File: src/rtl/i2c_word_fifo_pair.sv
module i2c_word_fifo_pair #(
  parameter int DEPTH = 8,
  parameter int WORD_W = 9
) (
  input  logic              clk,
  input  logic              rst_n,
  input  logic              tx_en,
  input  logic              rx_en,
  input  logic              soft_rst,
  input  logic              tx_wr,
  input  logic [WORD_W-1:0] tx_wdata,
  input  logic              rx_rd,
  output logic [WORD_W-1:0] rx_rdata,
  input  logic              eng_tx_pop,
  output logic [WORD_W-1:0] eng_tx_word,
  output logic              eng_tx_avail,
  input  logic              eng_rx_push,
  input  logic [WORD_W-1:0] eng_rx_word,
  output logic [$clog2(DEPTH)-1:0] tx_level,
  output logic              tx_full,
  output logic              tx_half,
  output logic [$clog2(DEPTH)-1:0] rx_level,
  output logic              rx_ready,
  output logic              rx_half,
  output logic              tx_ovf,
  output logic              rx_unf,
  output logic              busy_err
);
  localparam int PTR_W = $clog2(DEPTH);
  localparam int CNT_W = $clog2(DEPTH + 1);
  localparam logic [CNT_W-1:0] FULL_C = CNT_W'(DEPTH);
  localparam logic [CNT_W-1:0] HALF_C = CNT_W'(DEPTH / 2);
  localparam logic [PTR_W-1:0] LAST_P = PTR_W'(DEPTH - 1);

  logic [WORD_W-1:0] tx_mem [DEPTH];
  logic [WORD_W-1:0] rx_mem [DEPTH];
  logic [PTR_W-1:0]  tx_wp, tx_rp, rx_wp, rx_rp;
  logic [CNT_W-1:0]  tx_cnt, rx_cnt;

  wire tx_live = tx_en & ~soft_rst;
  wire rx_live = rx_en & ~soft_rst;
  wire tx_pop  = tx_live & eng_tx_pop & (tx_cnt != '0);
  wire tx_push = tx_live & tx_wr & ((tx_cnt != FULL_C) | tx_pop);
  wire rx_pop  = rx_live & rx_rd & (rx_cnt != '0);
  wire rx_push = rx_live & eng_rx_push & ((rx_cnt != FULL_C) | rx_pop);

  function automatic logic [PTR_W-1:0] nxt(input logic [PTR_W-1:0] p);
    return (p == LAST_P) ? '0 : p + 1'b1;
  endfunction

  always_ff @(posedge clk) begin
    if (tx_push) tx_mem[tx_wp] <= tx_wdata;
    if (rx_push) rx_mem[rx_wp] <= eng_rx_word;
  end

  always_ff @(posedge clk or negedge rst_n) begin
    if (!rst_n) begin
      tx_wp <= '0; tx_rp <= '0; tx_cnt <= '0;
    end else if (!tx_live) begin
      tx_wp <= '0; tx_rp <= '0; tx_cnt <= '0;
    end else begin
      if (tx_push) tx_wp <= nxt(tx_wp);
      if (tx_pop)  tx_rp <= nxt(tx_rp);
      tx_cnt <= tx_cnt + CNT_W'(tx_push) - CNT_W'(tx_pop);
    end
  end

  always_ff @(posedge clk or negedge rst_n) begin
    if (!rst_n) begin
      rx_wp <= '0; rx_rp <= '0; rx_cnt <= '0;
    end else if (!rx_live) begin
      rx_wp <= '0; rx_rp <= '0; rx_cnt <= '0;
    end else begin
      if (rx_push) rx_wp <= nxt(rx_wp);
      if (rx_pop)  rx_rp <= nxt(rx_rp);
      rx_cnt <= rx_cnt + CNT_W'(rx_push) - CNT_W'(rx_pop);
    end
  end

  always_ff @(posedge clk or negedge rst_n) begin
    if (!rst_n) begin
      tx_ovf <= 1'b0; rx_unf <= 1'b0; busy_err <= 1'b0;
    end else if (soft_rst) begin
      tx_ovf <= 1'b0; rx_unf <= 1'b0;
      busy_err <= (rx_cnt != '0);
    end else begin
      if (tx_live & tx_wr & ~tx_push) tx_ovf <= 1'b1;
      if (rx_live & rx_rd & (rx_cnt == '0)) rx_unf <= 1'b1;
    end
  end

  assign rx_rdata     = (rx_cnt != '0) ? rx_mem[rx_rp] : '0;
  assign eng_tx_word  = tx_mem[tx_rp];
  assign eng_tx_avail = (tx_cnt != '0);
  assign tx_level     = tx_cnt[PTR_W-1:0];
  assign rx_level     = rx_cnt[PTR_W-1:0];
  assign tx_full      = (tx_cnt == FULL_C);
  assign rx_ready     = (rx_cnt == FULL_C);
  assign tx_half      = (tx_cnt >= HALF_C);
  assign rx_half      = (rx_cnt >= HALF_C);

  p_drop_full_r3: assert property (@(posedge clk) disable iff (!rst_n)
    (tx_full && tx_wr && !eng_tx_pop && tx_en && !soft_rst) |=> (tx_ovf && tx_full));
  p_ready_r4: assert property (@(posedge clk) disable iff (!rst_n)
    (rx_cnt == FULL_C - 1'b1 && eng_rx_push && !rx_rd && rx_en && !soft_rst) |=> rx_ready);
  p_empty_read_r7: assert property (@(posedge clk) disable iff (!rst_n)
    (rx_rd && rx_cnt == '0 && rx_en && !soft_rst) |=> rx_unf);
  p_disabled_r8: assert property (@(posedge clk) disable iff (!rst_n)
    (!tx_en) |=> (!eng_tx_avail && tx_level == '0 && !tx_full));
  p_flush_r9: assert property (@(posedge clk) disable iff (!rst_n)
    soft_rst |=> (tx_cnt == '0 && rx_cnt == '0 && !tx_ovf && !rx_unf));
  p_busy_r9: assert property (@(posedge clk) disable iff (!rst_n)
    (soft_rst && rx_cnt != '0) |=> busy_err);
  p_full_swap_r10: assert property (@(posedge clk) disable iff (!rst_n)
    (tx_full && tx_wr && eng_tx_pop && tx_en && !soft_rst) |=> (tx_full && $stable(tx_ovf)));
endmodule

File: config.mk
export PLATFORM = sky130hd
export DESIGN_NAME = i2c_word_fifo_pair
export DESIGN_NICKNAME = d
export VERILOG_FILES = /design/src/rtl/i2c_word_fifo_pair.sv
export SDC_FILE = /design/constraint.sdc
export NUM_CORES = 1
export LEC_CHECK = 0
export BUFFER_PORTS_ARGS = -buffer_cell sky130_fd_sc_hd__buf_2
export CAP_MARGIN = 20
export CELL_PAD_IN_SITES_DETAIL_PLACEMENT = 0
export CELL_PAD_IN_SITES_GLOBAL_PLACEMENT = 1
export CORE_ASPECT_RATIO = 1.75
export CORE_MARGIN = 4
export CORE_UTILIZATION = 37
export DETAILED_ROUTE_END_ITERATION = 8
export PLACE_DENSITY_LB_ADDON = 0.1
export SYNTH_ARGS = -nofsm -noshare
export SYNTH_HDL_FRONTEND = slang
export SYNTH_SLANG_ARGS = --single-unit
File: constraint.sdc
create_clock -name clk -period 2.55 [get_ports clk]
set_input_delay 0 -clock clk [delete_from_list [all_inputs] [get_ports clk]]
set_output_delay 0 -clock clk [all_outputs]
set_load 0.03 [all_outputs]
==> impl_results.md, run 1 <==
* Worst Path Max Fanout at 14
* Estimated wirelength of the detail-placed design at 10.2 mm
* Multi-input gate area at a little over 2000 um^2
* Clock tree from TritonCTS: built
* Critical path data arrival time at 2.31 ns
* Number of nets in the finished design at about 540
* Highest-count cells in the layout ignoring fill and taps: edfxtp_1 (144), buf_2 (58), dlygate4sd3_1 (25)
* Number of violations reported at the end of detailed-routing iteration 0 at ~130
* Count of flip-flops with a built-in enable after synthesis at 144
* Worst max-slew margin expressed relative to the limit at 0.354
* Count of buffers from port buffering at between 50 and 60
* Final hold violation count at 0
* Power per Cell Area at ~670 nW/um^2
* Number of setup buffers added after CTS at 0
* Commonest non-fill, non-tap cell in the layout: edfxtp_1
* VDD IR max at between 0.3 and 0.4 mV
* Final Skew at between 0.01 and 0.015 ns
* Starting utilization of the core area at 0.379
* Fraction of post-synthesis cell area in the top cell type by area at 0.611
* Timing-limited maximum frequency at approximately 0.43 GHz
* Status: completed
* Time the final worst path needs with I/O delays and setup at around 2.3 ns
* Final weighted congestion in routability-driven placement at about 0.74
* Max-slew violations at 0
* Worst path required time at ~2.6 ns
* Floorplan row count at 66
* Cell types with the largest area share after synthesis: edfxtp_1 (61%), dfrtp_1 (8.1%), mux4_2 (6.4%)
* Static power due to leakage at about 3.1 nW
* Sinks on Clock Net at approximately 170
* Total gr overflow at 0
* Mapped Area at 7080 um^2
* Total I/O pin count at 59
* Worst Setup Path Type: flip-flop to output port
* Post-synthesis cell type with the largest combined area: edfxtp_1
* Count of non-filler cells in the finished layout at ~740
* Transition time at the pin with the least slew margin at between 0.9 and 1 ns
* Antenna violations before repair at 0
* Max-cap violations at 0
* Critical Path Start Type: flip-flop
* Die Ht at ~190 um
* Clock root cell: clkbuf_16
* Min setup slack post-route at 0.236 ns
* Sum of routed wire length over all layers at 14.9 mm
* HP Class: primary input to flip-flop
* Number of search-and-repair iterations in the first detailed-routing pass at 4
* Synthesized area per cell at about 18 um^2
* Final number of setup-violating endpoints at 0
* Share of post-route cells with drive strength above 1 at 0.297
* Global-route wire length before repair at 23.3 mm
* Number of synthesized register bits at 167
* Cell count after synthesis at 383
* Number of distinct library cells after synthesis at 42
* Cell count after placement at 682
* CTS H-tree lvls at 4
* Vias in the first global route at 4072
* Post-Route Setup TNS at 0 ns
* Endpoint class of the critical path: output port
* Average via count per standard cell at roughly 5
* GRT Util Overall at 0.147
* Sequential cell area at 4900 um^2
* Core region area at roughly 19000 um^2
* Final ANT Viol Nets at 0
* Net Count, Synth at 430
* Part of the cycle the worst path needs at 0.908
* Unrepaired setup endpoints after global routing: no
* Maximum count of clock buffers along a single path at 2
* Most used flip-flop cell after synthesis: edfxtp_1
* Worst-Skew Late Latency at approximately 0.43 ns
* Number of antenna cells inserted at 0
* Routed wirelength normalized by instance count at 20.1 um
* Pin count of the biggest net entering global routing at 24
* Total of warnings raised by yosys at 0
* Overall die width at roughly 110 um
* Clock-pin slew on the worst setup and hold paths at ~0.070 ns
* Number of fill cells in the layout at approximately 1.7k
* Total power at 5.81 mW
* Number of clock buffers inserted by TritonCTS at 17
* Worst setup slack after placement at approximately 0.18 ns
* Core Util, Final at 0.462
* Layout overhead on the synthesized area at 21.7%
* Count of vias placed by the detailed router at roughly 3.8k
* Sequential share of the synthesized area at 0.692
* Area enclosed by the die boundary at 21500 um^2
* Fraction of registers with async set/reset at 0.138
* DRC at 0
==> kinds of logic after synthesis <==
family	after synthesis	share of synthesized area
flip-flops	167	0.692
AND/OR/NAND/NOR	73	0.0603
multiplexers	53	0.149
AO/OA/AOI/OAI	37	0.0345
buffers and inverters	31	0.0244
adder cells (fa/ha/maj)	20	0.0375
XOR/XNOR	2	0.00248
==> cell type report <==
type / instances / area share
clock buffers: 17 / 0.0494
clock inverters: 15 / 0.0229
inverters: 12 / 0.00523
multi-input cells: 185 / 0.236
flip-flops and latches: 167 / 0.569
well taps: 238 / 0.0346
repair buffers: 105 / 0.0834
==> power by group <==
part / switching [mW] / internal [mW]
combinational: 0.132 / 0.0902
clock: 1.25 / 1.35
sequential: 0.00992 / 2.98
==> layer usage <==
layer  global-route usage  vias up  part of all wire
met4               0.0555        0             0.017
met5                    0        -                 0
met1                0.156     1930              0.37
met3               0.0279       19             0.022
met2                0.281       56              0.59
li1                     -     1773                 -
==> state kept, by name, indices dropped and copies added, names as in the netlist <==
register	cells
rx_wp	3
tx_ovf	1
tx_mem	72
rx_unf	1
rx_cnt	4
busy_err	1
rx_rp	3
tx_rp	3
tx_cnt	4
rx_mem	72
tx_wp	3
==> per-stage QoR <==
step	area [um^2]	hold slack [ns]
global route	8610	0.0740
floorplan	7080	-0.296
detailed placement	7730	0.0305
global placement	7730	0.0269
CTS	8610	0.0518
finish	8610	0.0694
==> Yosys cell counts, types with 2 or more instances <==
cell and n:
xnor2_1 2, a21o_1 2, buf_6 3, buf_4 6, inv_1 12, and4bb_2 2
nor2_1 12, or3b_1 3, buf_2 9, mux4_1 16, and2_1 5, a22o_1 9
o211ai_1 2, or3_1 6, mux2i_1 8, nand2_1 11, nor2b_1 2, nor4_1 3
fa_1 2, mux2_2 9, ha_1 18, o21ai_0 9, a21oi_1 10, nand2b_1 4
nand4_1 3, nand3b_1 3, mux4_2 20, nand3_1 4, edfxtp_1 144, nor3_1 8
or4_1 3, dfrtp_1 23
==> timing repair <==
action	4_1_cts	5_1_grt
setup endpoints to repair	0	2
hold endpoints to repair	174	0
hold buffers	25	0
gates resized for setup	0	1
==> worst paths after layout <==
path	startpoint	to	slack, ns	cells past startpoint
hold reg to reg	rx_unf$_DFFE_PN0P_	rx_unf$_DFFE_PN0P_	0.50	2
setup reg to reg	tx_cnt[2]$_DFF_PN0_	tx_cnt[1]$_DFF_PN0_	0.24	10
max in group asynchronous	rst_n	tx_rp[0]$_DFFE_PN0P_	2.07	2
hold / removal	eng_rx_push	rx_wp[1]$_DFFE_PN0P_	0.07	3
min in group asynchronous	rst_n	rx_rp[0]$_DFFE_PN0P_	0.10	2
setup / recovery	tx_rp[0]$_DFFE_PN0P_	eng_tx_word[8]	0.24	4
==> critical path: stages, from the launching register on <==
cell and delay (ns):
dfrtp_1 0.61, buf_12 0.22, mux4_1 0.59, mux2_2 0.28, buf_2 0.18
No activity file was read; power rests on OpenSTA's default activity.
==> inputs of run 2 (changes only) <==
Settings changed: BUFFER_PORTS_ARGS -buffer_cell sky130_fd_sc_hd__buf_2 to not set, DONT_BUFFER_PORTS set to 1.
==> impl_results.md, run 2 (synthesis gave the netlist of run 1 again) <==
* Worst reg-to-reg path cell count at 9 (was 10)
* Vias in the first global route at 3989 (was 4072)
* Origin of the critical flop-to-flop path: rx_cnt[2]$_DFF_PN0_ (was tx_cnt[2]$_DFF_PN0_)
* GRT Util Overall at 0.146 (was 0.147)
* Crit-path slowest cell: fa_1 (was dfrtp_1)
* Floorplan row count at 66 (unchanged)
* Final Skew at 0.0129 ns (was 0.0125 ns)
* Final weighted congestion in routability-driven placement at 0.724 (was 0.737)
* Worst path required time at 2.86 ns (was 2.55 ns)
* Min setup slack post-route at 0.180 ns (was 0.236 ns)
* Reg-to-reg setup timing slack at 0.18 ns (was 0.24 ns)
* Maximum count of clock buffers along a single path at 2 (unchanged)
* Sum of routed wire length over all layers at 14.9 mm (about the same)
* HP Class: primary input to async pin (was primary input to flip-flop)
* Critical path data arrival time at 2.68 ns (was 2.31 ns)
* Number of clock buffers inserted by TritonCTS at 17 (unchanged)
* Endpoint class of the critical path: flip-flop (was output port)
* Count of non-filler cells in the finished layout at 693 (was 739)
* Share of post-route cells with drive strength above 1 at 0.220 (was 0.297)
* Power per Cell Area at 690 nW/um^2 (was 674 nW/um^2)
* Cell Area, Placed at 7480 um^2 (was 7730 um^2)
* Sinks on Clock Net at 167 (unchanged)
* Total I/O pin count at 59 (unchanged)
* Max-cap violations at 0 (unchanged)
* Layout overhead on the synthesized area at 18.9% (was 21.7%)
* DRC at 0 (unchanged)
* Largest registers: rx_mem x72, tx_mem x72 (unchanged)
* Starting utilization of the core area at 0.379 (unchanged)
* Max-slew violations at 0 (unchanged)
* Overall die width at 113 um (unchanged)
* Critical Path, Cell by Cell: inv_1 > ha_1 > nor3b_2 > buf_4 > or3_1 > a21oi_1 > ha_1 > fa_1 > and2_1 (was buf_12 > mux4_1 > mux2_2 > buf_2)
* Peak per-stage delay on the critical path at 0.42 ns (was 0.61 ns)
* Number of nets in the finished design at 489 (was 535)
* Estimated wirelength of the detail-placed design at 10.1 mm (was 10.2 mm)
* Clock root cell: clkbuf_16 (unchanged)
* Worst setup path endpoint: rx_cnt[1]$_DFF_PN0_ (was eng_tx_word[8])
* Number of violations reported at the end of detailed-routing iteration 0 at 126 (was 133)
* Routed wirelength normalized by instance count at 21.5 um (was 20.1 um)
* Die Ht at 191 um (unchanged)
* Antenna violations before repair at 0 (unchanged)
* Worst setup path startpoint: rx_cnt[2]$_DFF_PN0_ (was tx_rp[0]$_DFFE_PN0P_)
* Unrepaired setup endpoints after global routing: no (unchanged)
* Status: completed (unchanged)
* Clock tree from TritonCTS: built (unchanged)
* Time the final worst path needs with I/O delays and setup at 2.37 ns (was 2.31 ns)
* Core region area at 18700 um^2 (unchanged)
* Average via count per standard cell at 5.23 (was 5.11)
* Number of setup buffers added after CTS at 0 (unchanged)
* Most frequent cell on the critical path: ha_1
* Post-Route Setup TNS at 0 ns (unchanged)
* Transition time at the pin with the least slew margin at 0.975 ns (was 0.966 ns)
* Final number of setup-violating endpoints at 0 (unchanged)
* Area enclosed by the die boundary at 21500 um^2 (unchanged)
* Worst Path Max Fanout at 6 (was 14)
* Final hold violation count at 0 (unchanged)
* Part of the cycle the worst path needs at 0.929 (was 0.908)
* Count of vias placed by the detailed router at 3621 (was 3778)
* Critical Path Start Type: flip-flop (unchanged)
* Worst Setup Path Type: flip-flop to flip-flop (was flip-flop to output port)
* Number of search-and-repair iterations in the first detailed-routing pass at 4 (unchanged)
* Count of buffers from port buffering at 0 (was 58)
* Static power due to leakage at 2.93 nW (was 3.13 nW)
* Highest-count cells in the layout ignoring fill and taps: edfxtp_1 (144), dlygate4sd3_1 (29), buf_4 (29) (was edfxtp_1 (144), buf_2 (58), dlygate4sd3_1 (25))
* Global-route wire length before repair at 23.2 mm (was 23.3 mm)
* Capture instance of the worst register-to-register path: rx_cnt[1]$_DFF_PN0_ (was tx_cnt[1]$_DFF_PN0_)
* Number of antenna cells inserted at 0 (unchanged)
* Pin count of the biggest net entering global routing at 24 (unchanged)
* Timing-limited maximum frequency at 0.422 GHz (was 0.432 GHz)
* Finished Cell Area at 8420 um^2 (was 8610 um^2)
* Clock-pin slew on the worst setup and hold paths at 0.07 ns (about the same)
* Worst setup slack after placement at 0.185 ns (was 0.181 ns)
* Commonest non-fill, non-tap cell in the layout: edfxtp_1 (unchanged)
* Cell count after placement at 631 (was 682)
* VDD IR max at 0.520 mV (was 0.348 mV)
* Total gr overflow at 0 (unchanged)
* Worst max-slew margin expressed relative to the limit at 0.348 (was 0.354)
* CTS H-tree lvls at 4 (unchanged)
* Final ANT Viol Nets at 0 (unchanged)
* Worst-Skew Late Latency at 0.43 ns (about the same)
-- run 2: cell types whose count changed in the layout (fill, tap and decap cells not counted), sizes merged --
cell | previous run | this run
buf | 80 | 30
dlygate4sd3 | 25 | 29
inv | 18 | 21
clkinv | 8 | 6
clkinvlp | 1 | 0
-- run 2: area by class of cell --
cell class / instances / area [um^2]
clock buffers: 17 / 425
inverters: 12 / 45.0
fillers: 1724 / 10200
multi-input cells: 185 / 2030
repair buffers: 59 / 528
flip-flops and latches: 167 / 4900
well taps: 238 / 298
clock inverters: 15 / 194
-- run 2: what timing repair did --
item                                   4_1_cts  5_1_grt
hold buffers                                30        0
resized for setup                            1        0
endpoints found under the hold margin      190        0
setup endpoints to repair                    9        0
-- run 2: power by group --
group	switching, mW	internal [mW]
Sequential	0.0152	2.98
Combinational	0.117	0.0772
Clock	1.26	1.35
Total	1.39	4.42
-- run 2: critical path: cells and delay by family, from the launching register on --
kind / cells / cell delay [ns]
AOI/OAI and AO/OA: 1 / 0.17
adders and majority gates: 3 / 0.87
buffers and inverters: 2 / 0.24
DFF: 1 / 0.35
and+or+nand+nor: 3 / 0.64
-- run 2: worst min-delay path by stage --
stage | startpoint | to | slack (ns) | depth (start not counted)
2_1_floorplan | rst_n | busy_err$_DFFE_PN0P_ | -0.30 | 0
3_3_place_gp | rst_n | rx_rp[1]$_DFFE_PN0P_ | -0.29 | 0
3_5_place_dp | rst_n | rx_rp[0]$_DFFE_PN0P_ | -0.29 | 0
4_1_cts | rx_en | rx_cnt[3]$_DFF_PN0_ | 0.01 | 4
5_1_grt | rst_n | tx_wp[0]$_DFFE_PN0P_ | 0.04 | 2
6_report | rst_n | tx_cnt[2]$_DFF_PN0_ | 0.02 | 2
-- run 2: through the flow --
stage | hold WS, ns | power (mW) | util
final | 0.0231 | 5.81 | 0.451
after global routing | 0.0441 | 6.05 | 0.451
after CTS | 0.0130 | 5.90 | 0.451
after detailed placement | -0.295 | 3.18 | 0.401
after global placement | -0.295 | 3.18 | 0.401
after floorplan | -0.296 | 3.15 | -
-- run 2: metal layers --
| metal | global-route usage | part of all wire | wire, um | vias to the layer above |
|---|---|---|---|---|
| met1 | 0.148 | 0.35 | 5280 | 1891 |
| li1 | - | - | - | 1675 |
| met2 | 0.289 | 0.60 | 9000 | 42 |
| met4 | 0.0500 | 0.014 | 210 | 0 |
| met5 | 0 | 0 | 0 | - |
| met3 | 0.0298 | 0.026 | 386 | 13 |
